**src/rtl/refill_seq.sv**
```systemverilog
module refill_seq #(
  parameter int WORDS = 4,
  parameter int LAT   = 15,
  parameter int DW    = 32,
  parameter int AW    = 28,
  parameter int MODE  = 0,
  parameter int CWF   = 1
) (
  input  logic                       clk,
  input  logic                       rst_n,
  input  logic                       req_i,
  input  logic [AW-1:0]              req_addr_i,
  input  logic [$clog2(WORDS)-1:0]   crit_i,
  input  logic [WORDS*DW-1:0]        mem_line_i,
  output logic                       busy_o,
  output logic                       addr_phase_o,
  output logic [AW-1:0]              addr_o,
  output logic [WORDS-1:0]           fill_valid_o,
  output logic [WORDS*DW-1:0]        fill_data_o,
  output logic                       early_o,
  output logic                       done_o
);
  localparam int IW = $clog2(WORDS);
  localparam int CW = $clog2(LAT + 1);

  typedef enum logic [1:0] {S_IDLE, S_ADDR, S_WAIT, S_XFER} state_t;
  state_t         st;
  logic [CW-1:0]  cnt;
  logic [IW-1:0]  k, crit_q, idx;
  logic [IW:0]    sum;
  logic           xfer, last;

  assign sum  = {1'b0, crit_q} + {1'b0, k};
  assign idx  = (CWF != 0) ? ((sum >= (IW+1)'(WORDS)) ? IW'(sum - (IW+1)'(WORDS)) : IW'(sum)) : k;
  assign xfer = (st == S_XFER);
  assign last = (MODE == 1) || (k == IW'(WORDS - 1));

  always_ff @(posedge clk) begin
    if (!rst_n) begin
      st     <= S_IDLE;
      cnt    <= '0;
      k      <= '0;
      crit_q <= '0;
      addr_o <= '0;
    end else begin
      case (st)
        S_IDLE: if (req_i) begin
          st     <= S_ADDR;
          addr_o <= req_addr_i;
          crit_q <= crit_i;
          k      <= '0;
        end
        S_ADDR: begin
          st  <= S_WAIT;
          cnt <= CW'(LAT - 1);
        end
        S_WAIT: if (cnt == '0) st <= S_XFER;
                else cnt <= cnt - 1'b1;
        default: begin
          if (last) st <= S_IDLE;
          else begin
            k <= k + 1'b1;
            if (MODE == 0) begin
              st  <= S_WAIT;
              cnt <= CW'(LAT - 1);
            end
          end
        end
      endcase
    end
  end

  assign busy_o       = (st != S_IDLE);
  assign addr_phase_o = (st == S_ADDR);
  assign done_o       = xfer && last;
  assign early_o      = xfer && ((MODE == 1) || (idx == crit_q));
  assign fill_valid_o = !xfer ? '0 : (MODE == 1) ? '1 : (WORDS'(1) << idx);

  for (genvar i = 0; i < WORDS; i++) begin : g_lane
    assign fill_data_o[i*DW +: DW] = fill_valid_o[i] ? mem_line_i[i*DW +: DW] : '0;
  end

  assert_busy_start_R2: assert property (@(posedge clk) disable iff (!rst_n)
    $rose(busy_o) |-> addr_phase_o);
  assert_addr_hold_R2: assert property (@(posedge clk) disable iff (!rst_n)
    (busy_o && !addr_phase_o) |-> $stable(addr_o));
  assert_latency_gap_R3: assert property (@(posedge clk) disable iff (!rst_n)
    addr_phase_o |=> (fill_valid_o == '0));
  assert_done_end_R6: assert property (@(posedge clk) disable iff (!rst_n)
    done_o |=> !busy_o);
  assert_done_busy_R6: assert property (@(posedge clk) disable iff (!rst_n)
    done_o |-> busy_o);
  assert_early_strobe_R8: assert property (@(posedge clk) disable iff (!rst_n)
    early_o |-> (fill_valid_o != '0));
  assert_ignore_busy_R9: assert property (@(posedge clk) disable iff (!rst_n)
    (busy_o && !done_o && req_i) |=> busy_o);
endmodule

```
**config.mk**
```make
export PLATFORM = sky130hd
export DESIGN_NAME = refill_seq
export DESIGN_NICKNAME = d
export VERILOG_FILES = /design/src/rtl/refill_seq.sv
export SDC_FILE = /design/constraint.sdc
export NUM_CORES = 1
export LEC_CHECK = 0
export BUFFER_PORTS_ARGS = -buffer_cell sky130_fd_sc_hd__buf_2
export CORE_AREA = 2 2 125 127
export CTS_BUF_LIST = sky130_fd_sc_hd__clkbuf_4
export CTS_CLUSTER_DIAMETER = 150
export DETAILED_ROUTE_END_ITERATION = 8
export DIE_AREA = 0 0 127 129
export GPL_TIMING_DRIVEN = 0
export PLACE_DENSITY = 0.51
export SYNTH_ARGS = -nofsm -noshare
export SYNTH_HDL_FRONTEND = slang
export SYNTH_SLANG_ARGS = --single-unit
export TNS_END_PERCENT = 5
```
**constraint.sdc**
```tcl
create_clock -name clk -period 2.2 [get_ports clk]
set_input_delay 0.55 -clock clk [delete_from_list [all_inputs] [get_ports clk]]
set_output_delay 0.55 -clock clk [all_outputs]
set_load 0.05 [all_outputs]
```
==> results of run 1 <==
==> timing repair <==
action	in CTS	in global routing
setup endpoints to repair	134	133
buffers inserted	3	3
hold buffers	0	0
gates cloned	2	3
gates resized for setup	284	159
pin swaps	8	39
==> worst register-to-register path, cell delays in order, from the launching register on <==
cell	delay (ps)
dfxtp_1	370
inv_1	90
ha_1	270
and2_1	210
clkbuf_1	400
nand2_1	120
a21oi_1	120
==> through the flow <==
step / setup TNS [ps] / instances / power [mW] / area (sq um) / utilization (%)
after floorplan: -2330 / 340 / 2.55 / 2620 / -
after global placement: -12390 / 852 / 3.12 / 4470 / 29.9
after detailed placement: -13750 / 852 / 3.13 / 4470 / 29.9
after CTS: -38310 / 865 / 3.91 / 5490 / 36.6
after global routing: -47400 / 874 / 4.22 / 6060 / 40.5
final: -36320 / 874 / 3.96 / 6060 / 40.5
==> synth_stat cells (all sizes together), types with 2 or more instances <==
cell,count
a21oi,34
nand2,63
ha,8
o21ai,5
xnor2,2
nor3,2
nor2,5
buf,16
nand2b,3
dfxtp,38
o221a,4
and2,132
nor2b,4
inv,7
clkbuf,6
==> state kept, by name, summed over array words and instances (netlist names) <==
register	count
addr_o	28
cnt	4
crit_q	2
k	2
st	2
==> power groups by stage <==
stage | Clock (mW) | Combinational, mW | Sequential (mW)
CTS | 0.621 | 2.31 | 0.974
global placement | 0 | 2.14 | 0.984
detailed placement | 0 | 2.14 | 0.988
floorplan | 0 | 1.27 | 1.28
finish | 0.594 | 2.39 | 0.978
global route | 0.644 | 2.58 | 0.998
==> path summary, 6_finish.rpt <==
check                          startpoint                      end  slack [ps]  depth (start not counted)
setup reg to reg       st[1]$_SDFFE_PN0P_   crit_q[1]$_SDFFE_PN0P_         550                          6
hold / removal              req_addr_i[7]   addr_o[7]$_SDFFE_PN0P_         430                          3
hold reg to reg   addr_o[26]$_SDFFE_PN0P_  addr_o[26]$_SDFFE_PN0P_         460                          2
setup / recovery   crit_q[0]$_SDFFE_PN0P_         fill_data_o[101]        -350                          7
==> layout make-up <==
cell class | instances | area, sq um | area share, %
Tap cell | 188 | 235 | 3.88
Multi-Input combinational cell | 273 | 1870 | 30.8
Buffer | 22 | 184 | 3.04
Clock inverter | 3 | 63.8 | 1.05
Antenna cell | 3 | 7.51 | 0.124
Timing Repair Buffer | 335 | 2870 | 47.4
Sequential cell | 38 | 767 | 12.7
Clock buffer | 5 | 37.5 | 0.620
Inverter | 7 | 26.3 | 0.434
==> kinds of logic after synthesis <==
group | Yosys count
fa+ha+maj | 8
buf+inv | 29
flops | 38
simple gates | 213
compound gates | 46
mux | 2
xor+xnor | 4
==> routing by layer <==
layer | part of all wire, % | global-route usage (%)
met1 | 39 | 17.5
met2 | 52 | 25.2
met3 | 7.0 | 3.58
met4 | 1.8 | 3.56
met5 | 0.095 | 0
==> run summary, run 1 <==
Run status -> finished with violations
Failing checks -> negative setup slack
Commonest non-fill, non-tap cell in the layout -> buf_2
Syn avg cell area -> 7.69 sq um
Setup WS post-layout -> -350 ps
Detailed-route wire length per cell -> 15.7 microns
Number of global-route vias before repair -> 3358
Minimum clock period after layout -> 2550 ps
Fin nets -> 851
Crit path required time -> 1650 ps
Clock buffer depth -> 2
Area leader, netlist -> and2_1
Critical Path Fanout Max -> 10
Delay-heaviest family, CP -> buffers and inverters
Worst VDD drop -> 0.485 mV
Initial Util -> 17.5%
Cell count after synthesis -> 340
Sequential share of power -> 24.7%
DP HPWL -> 10.8 mm
Slew @ Worst Pin -> 505 ps
Gr ovfl total -> 0
Syn Std Cell Area -> 2620 sq um
Die area -> 16400 sq um
Endpoints failing hold -> 0
Synth top area share -> 31.3%
Final period utilization -> 116%
Final Setup Violations -> 132
#FFs+latches synth -> 38
CP Cell Sequence -> ha_4, xnor3_2, nor2_4, buf_12, buf_8, and2_1, buf_6
Worst path slowest cell -> xnor3_2
Post-Synth Simple-Gate Area -> 45.7%
Largest net degree at the start of global routing -> 13
Root Driver -> clkbuf_4
Clk slew on worst S/H paths -> 120 ps
Main combinational cell family by area after synthesis -> simple AND/OR/NAND/NOR gates
Clock share of power -> 15.0%
Int Power -> 2.11 mW
Max Slew Vio Count -> 0
Compound-gate portion of the synthesized area -> 10.1%
Worst Skew -> 5.19 ps
P_leak -> 3.03 nW
GP Congestion -> 0.802
Max_cap viols -> 0
Total CTS buffers -> 5
Fill count -> 1527
Crit. End Element -> primary output
Initial antenna violation count -> 4
DRT Pass-1 Iters -> 4
H-tree Lvls -> 2
Tot GR Track Use -> 14.3%
Die width -> 127 microns
Fraction of registers with async set/reset -> 0%
Switching share of power -> 46.7%
Number of synthesized flops with an enable pin -> 0
Drt via density -> 4.04
Seq/Total Area, Yosys -> 29.1%
WS Path Type -> reg2out
CP peak stage delay -> 410 ps
Setup WS pre-CTS -> -250 ps
Synth warn -> 0
Layout cells sized above 1 -> 66.6%
Psw -> 1.85 mW
Number of I/O pins -> 325
Global-route wire length before repair -> 18.4 mm
Yosys cell types -> 29
Primary FF master, synth -> dfxtp_1
Clk_lat worst skew -> 340 ps
Post-synthesis xor/xnor area fraction -> 2.54%
DR iter-0 viols -> 108
# DRC -> 0
Arr. time, crit path -> 2000 ps
Worst path bufs/invs -> 3
Die Span Y -> 129 microns
Slew headroom -> 66.3%
PortBufs -> 324
HP Class -> in2reg
CTS sink count -> 38
Max Clk Rate -> 392 MHz
Area Overhead vs Synth -> 132%
Post-synthesis adder-cell area fraction -> 3.83%
RSZ-0062 raised after global routing -> true
Core ar. -> 15000 sq um
P per Cell Area -> 654 nW/um^2
CTS tree -> built
Site Rows -> 45
Largest cells by area after synthesis -> and2_1 31%, dfxtp_1 29%, nand2_1 9.0%
Combinational power share -> 60.3%
Via count -> 3529
Setup crit start kind -> flop
Hold slack -> 432 ps
WL final -> 13.7 mm
Net Count, Synth -> 509
Most frequent cells in the layout -> 190 x buf_2, 81 x and2_4, 80 x buf_8
Mux cell area share after synthesis -> 0.813%
Remaining antenna violation count -> 0
No activity file was read; power rests on OpenSTA's default activity.
==> run 2: changes to the inputs <==
SETUP_SLACK_MARGIN = 0.02   (was default)
==> run 2 against run 1 <==
Compared with the run above: the flow still finishes with violations (negative setup slack); sequential share of layout area unchanged; setup slack about the same; worst hold slack about the same; register-to-register slack got worse by 20 ps; sequential power about the same; count of clock-buffer cells in the layout unchanged; combinational power about the same; largest power group unchanged.
==> run summary, run 2 (synthesis results as in run 1) <==
Run status -> finished with violations (unchanged)
Failing checks -> negative setup slack (unchanged)
Most frequent cells in the layout -> 190 x buf_2, 81 x and2_4, 80 x buf_8 (unchanged)
HP Class -> in2reg (unchanged)
Detailed-route wire length per cell -> 15.7 microns (about the same)
Die area -> 16400 sq um (unchanged)
RSZ-0062 raised after global routing -> true (unchanged)
GR Layer Usage met1 -> 17.5% (unchanged)
GP Congestion -> 0.802 (unchanged)
Fill count -> 1527 (unchanged)
Final Setup Violations -> 132 (unchanged)
Clk slew on worst S/H paths -> 120 ps (about the same)
Endpoints failing hold -> 0 (unchanged)
Number of I/O pins -> 325 (unchanged)
CTS Hold Bufs -> 0 (unchanged)
Multi-input gate area -> 1870 sq um (unchanged)
Top flop regs -> addr_o: 28 flops, cnt: 4 flops (unchanged)
Total CTS buffers -> 5 (unchanged)
Final period utilization -> 116% (about the same)
R2r endpoint -> crit_q[1]$_SDFFE_PN0P_ (unchanged)
Final TNS setup -> -36300 ps (was -36320 ps)
Largest net degree at the start of global routing -> 13 (unchanged)
DRT Pass-1 Iters -> 4 (unchanged)
P per Cell Area -> 655 nW/um^2 (was 654 nW/um^2)
Met3 GRT Util -> 3.58% (unchanged)
DP HPWL -> 10.8 mm (unchanged)
Initial antenna violation count -> 4 (unchanged)
Tot GR Track Use -> 14.3% (unchanged)
H-tree Lvls -> 2 (unchanged)
Global-route wire length before repair -> 18.4 mm (unchanged)
Commonest non-fill, non-tap cell in the layout -> buf_2 (unchanged)
Area Overhead vs Synth -> 132% (unchanged)
P_leak -> 3.03 nW (about the same)
Worst VDD drop -> 0.485 mV (about the same)
Largest Register -> addr_o (unchanged)
Drt via density -> 4.03 (was 4.04)
Clock buffer depth -> 2 (unchanged)
Crit. End Element -> primary output (unchanged)
Setup WS post-layout -> -350 ps (about the same)
Arr. time, crit path -> 2000 ps (about the same)
Layout cells sized above 1 -> 66.8% (was 66.6%)
Die width -> 127 microns (unchanged)
Die Span Y -> 129 microns (unchanged)
Worst hold path cell count -> 3 (unchanged)
Post-layout instance area -> 6060 sq um (unchanged)
# DRC -> 0 (unchanged)
WL final -> 13.7 mm (about the same)
Hold endpoint -> addr_o[7]$_SDFFE_PN0P_ (unchanged)
Max Clk Rate -> 392 MHz (about the same)
CTS tree -> built (unchanged)
Crit path required time -> 1650 ps (about the same)
Gr busiest metal -> met2 (unchanged)
Root Driver -> clkbuf_4 (unchanged)
Max_cap viols -> 0 (unchanged)
Hold_sp -> req_addr_i[7] (unchanged)
Post-placement cell area -> 4470 sq um (unchanged)
Clk_lat worst skew -> 340 ps (about the same)
Critical Path Fanout Max -> 10 (unchanged)
Largest register FFs -> 28 (unchanged)
RR Startpoint -> st[1]$_SDFFE_PN0P_ (unchanged)
Slew @ Worst Pin -> 504 ps (was 505 ps)
Worst Skew -> 5.30 ps (was 5.19 ps)
Global Route met2 Usage -> 25.2% (unchanged)
Max Slew Vio Count -> 0 (unchanged)
Via count -> 3525 (was 3529)
Hold slack -> 432 ps (about the same)
Remaining antenna violation count -> 0 (unchanged)
Gr ovfl total -> 0 (unchanged)
Final core utilization -> 40.5% (unchanged)
Setup WS pre-CTS -> -250 ps (unchanged)
Initial Util -> 17.5% (unchanged)
Site Rows -> 45 (unchanged)
Minimum clock period after layout -> 2550 ps (about the same)
FF+latch area -> 767 sq um (unchanged)
Fin nets -> 851 (unchanged)
PortBufs -> 324 (unchanged)
DR iter-0 viols -> 105 (was 108)
Core ar. -> 15000 sq um (unchanged)
R2R setup slack -> 530 ps (was 550 ps)
Worst R2R Path Depth -> 6 (unchanged)
Setup crit start kind -> flop (unchanged)
WS Path Type -> reg2out (unchanged)
CTS sink count -> 38 (unchanged)
Number of global-route vias before repair -> 3357 (was 3358)
Slew headroom -> 66.4% (was 66.3%)
## run 2: cell counts in the layout (fill, tap and decap cells not counted)
No cell type changed its count.
## run 2: cell type report
type                       count  share of cell area (%)
clock inverter                 3                    1.05
timing repair buffer         335                    47.4
buffer                        22                    3.04
multi-input combinational    273                    30.8
clock buffer                   5                   0.620
sequential                    38                    12.7
antenna                        3                   0.124
tap                          188                    3.88
inverter                       7                   0.434
## run 2: worst max path at each step
stage / from / endpoint / slack, ps / cells after the start
final: crit_q[0]$_SDFFE_PN0P_ / fill_data_o[101] / -350 / 7
after global routing: crit_q[0]$_SDFFE_PN0P_ / fill_data_o[101] / -420 / 7
after CTS: crit_q[0]$_SDFFE_PN0P_ / fill_data_o[75] / -380 / 6
after detailed placement: k[0]$_SDFFE_PN0P_ / fill_data_o[49] / -250 / 6
after global placement: k[0]$_SDFFE_PN0P_ / fill_data_o[49] / -250 / 6
after floorplan: k[0]$_SDFFE_PN0P_ / fill_data_o[23] / -70 / 5
## run 2: critical path, cell delays in order (launching register included)
cell and delay [ps]:
dfxtp_2 360, ha_4 170, xnor3_2 410, nor2_4 140, buf_12 140, buf_8 120, and2_1 150, buf_6 160
## run 2: metrics by stage
| step | std cells | power [mW] |
|---|---|---|
| 5_1_grt | 874 | 4.23 |
| 6_report | 874 | 3.97 |
| 4_1_cts | 865 | 3.91 |
| 3_5_place_dp | 852 | 3.13 |
| 2_1_floorplan | 340 | 2.55 |
| 3_3_place_gp | 852 | 3.12 |
## run 2: routing by layer
layer	vias up	share of wire [%]	wire length, microns
met1	1589	39	5390
met3	20	7.0	968
li1	1756	-	-
met2	158	52	7110
met4	2	1.8	248
met5	-	0.095	13
## run 2: what timing repair did
item                                    CTS  global route
resized for setup                       285           158
buffers inserted                          3             3
pin swaps                                 8            39
cloned                                    2             3
endpoints found under the setup margin  134           135
## run 2: where the power goes
part	leakage (nW)	switching, mW	internal, mW
registers	0.314	0.121	0.857
logic	2.67	1.49	0.906
clock network	0.0529	0.244	0.350
total	3.03	1.85	2.11
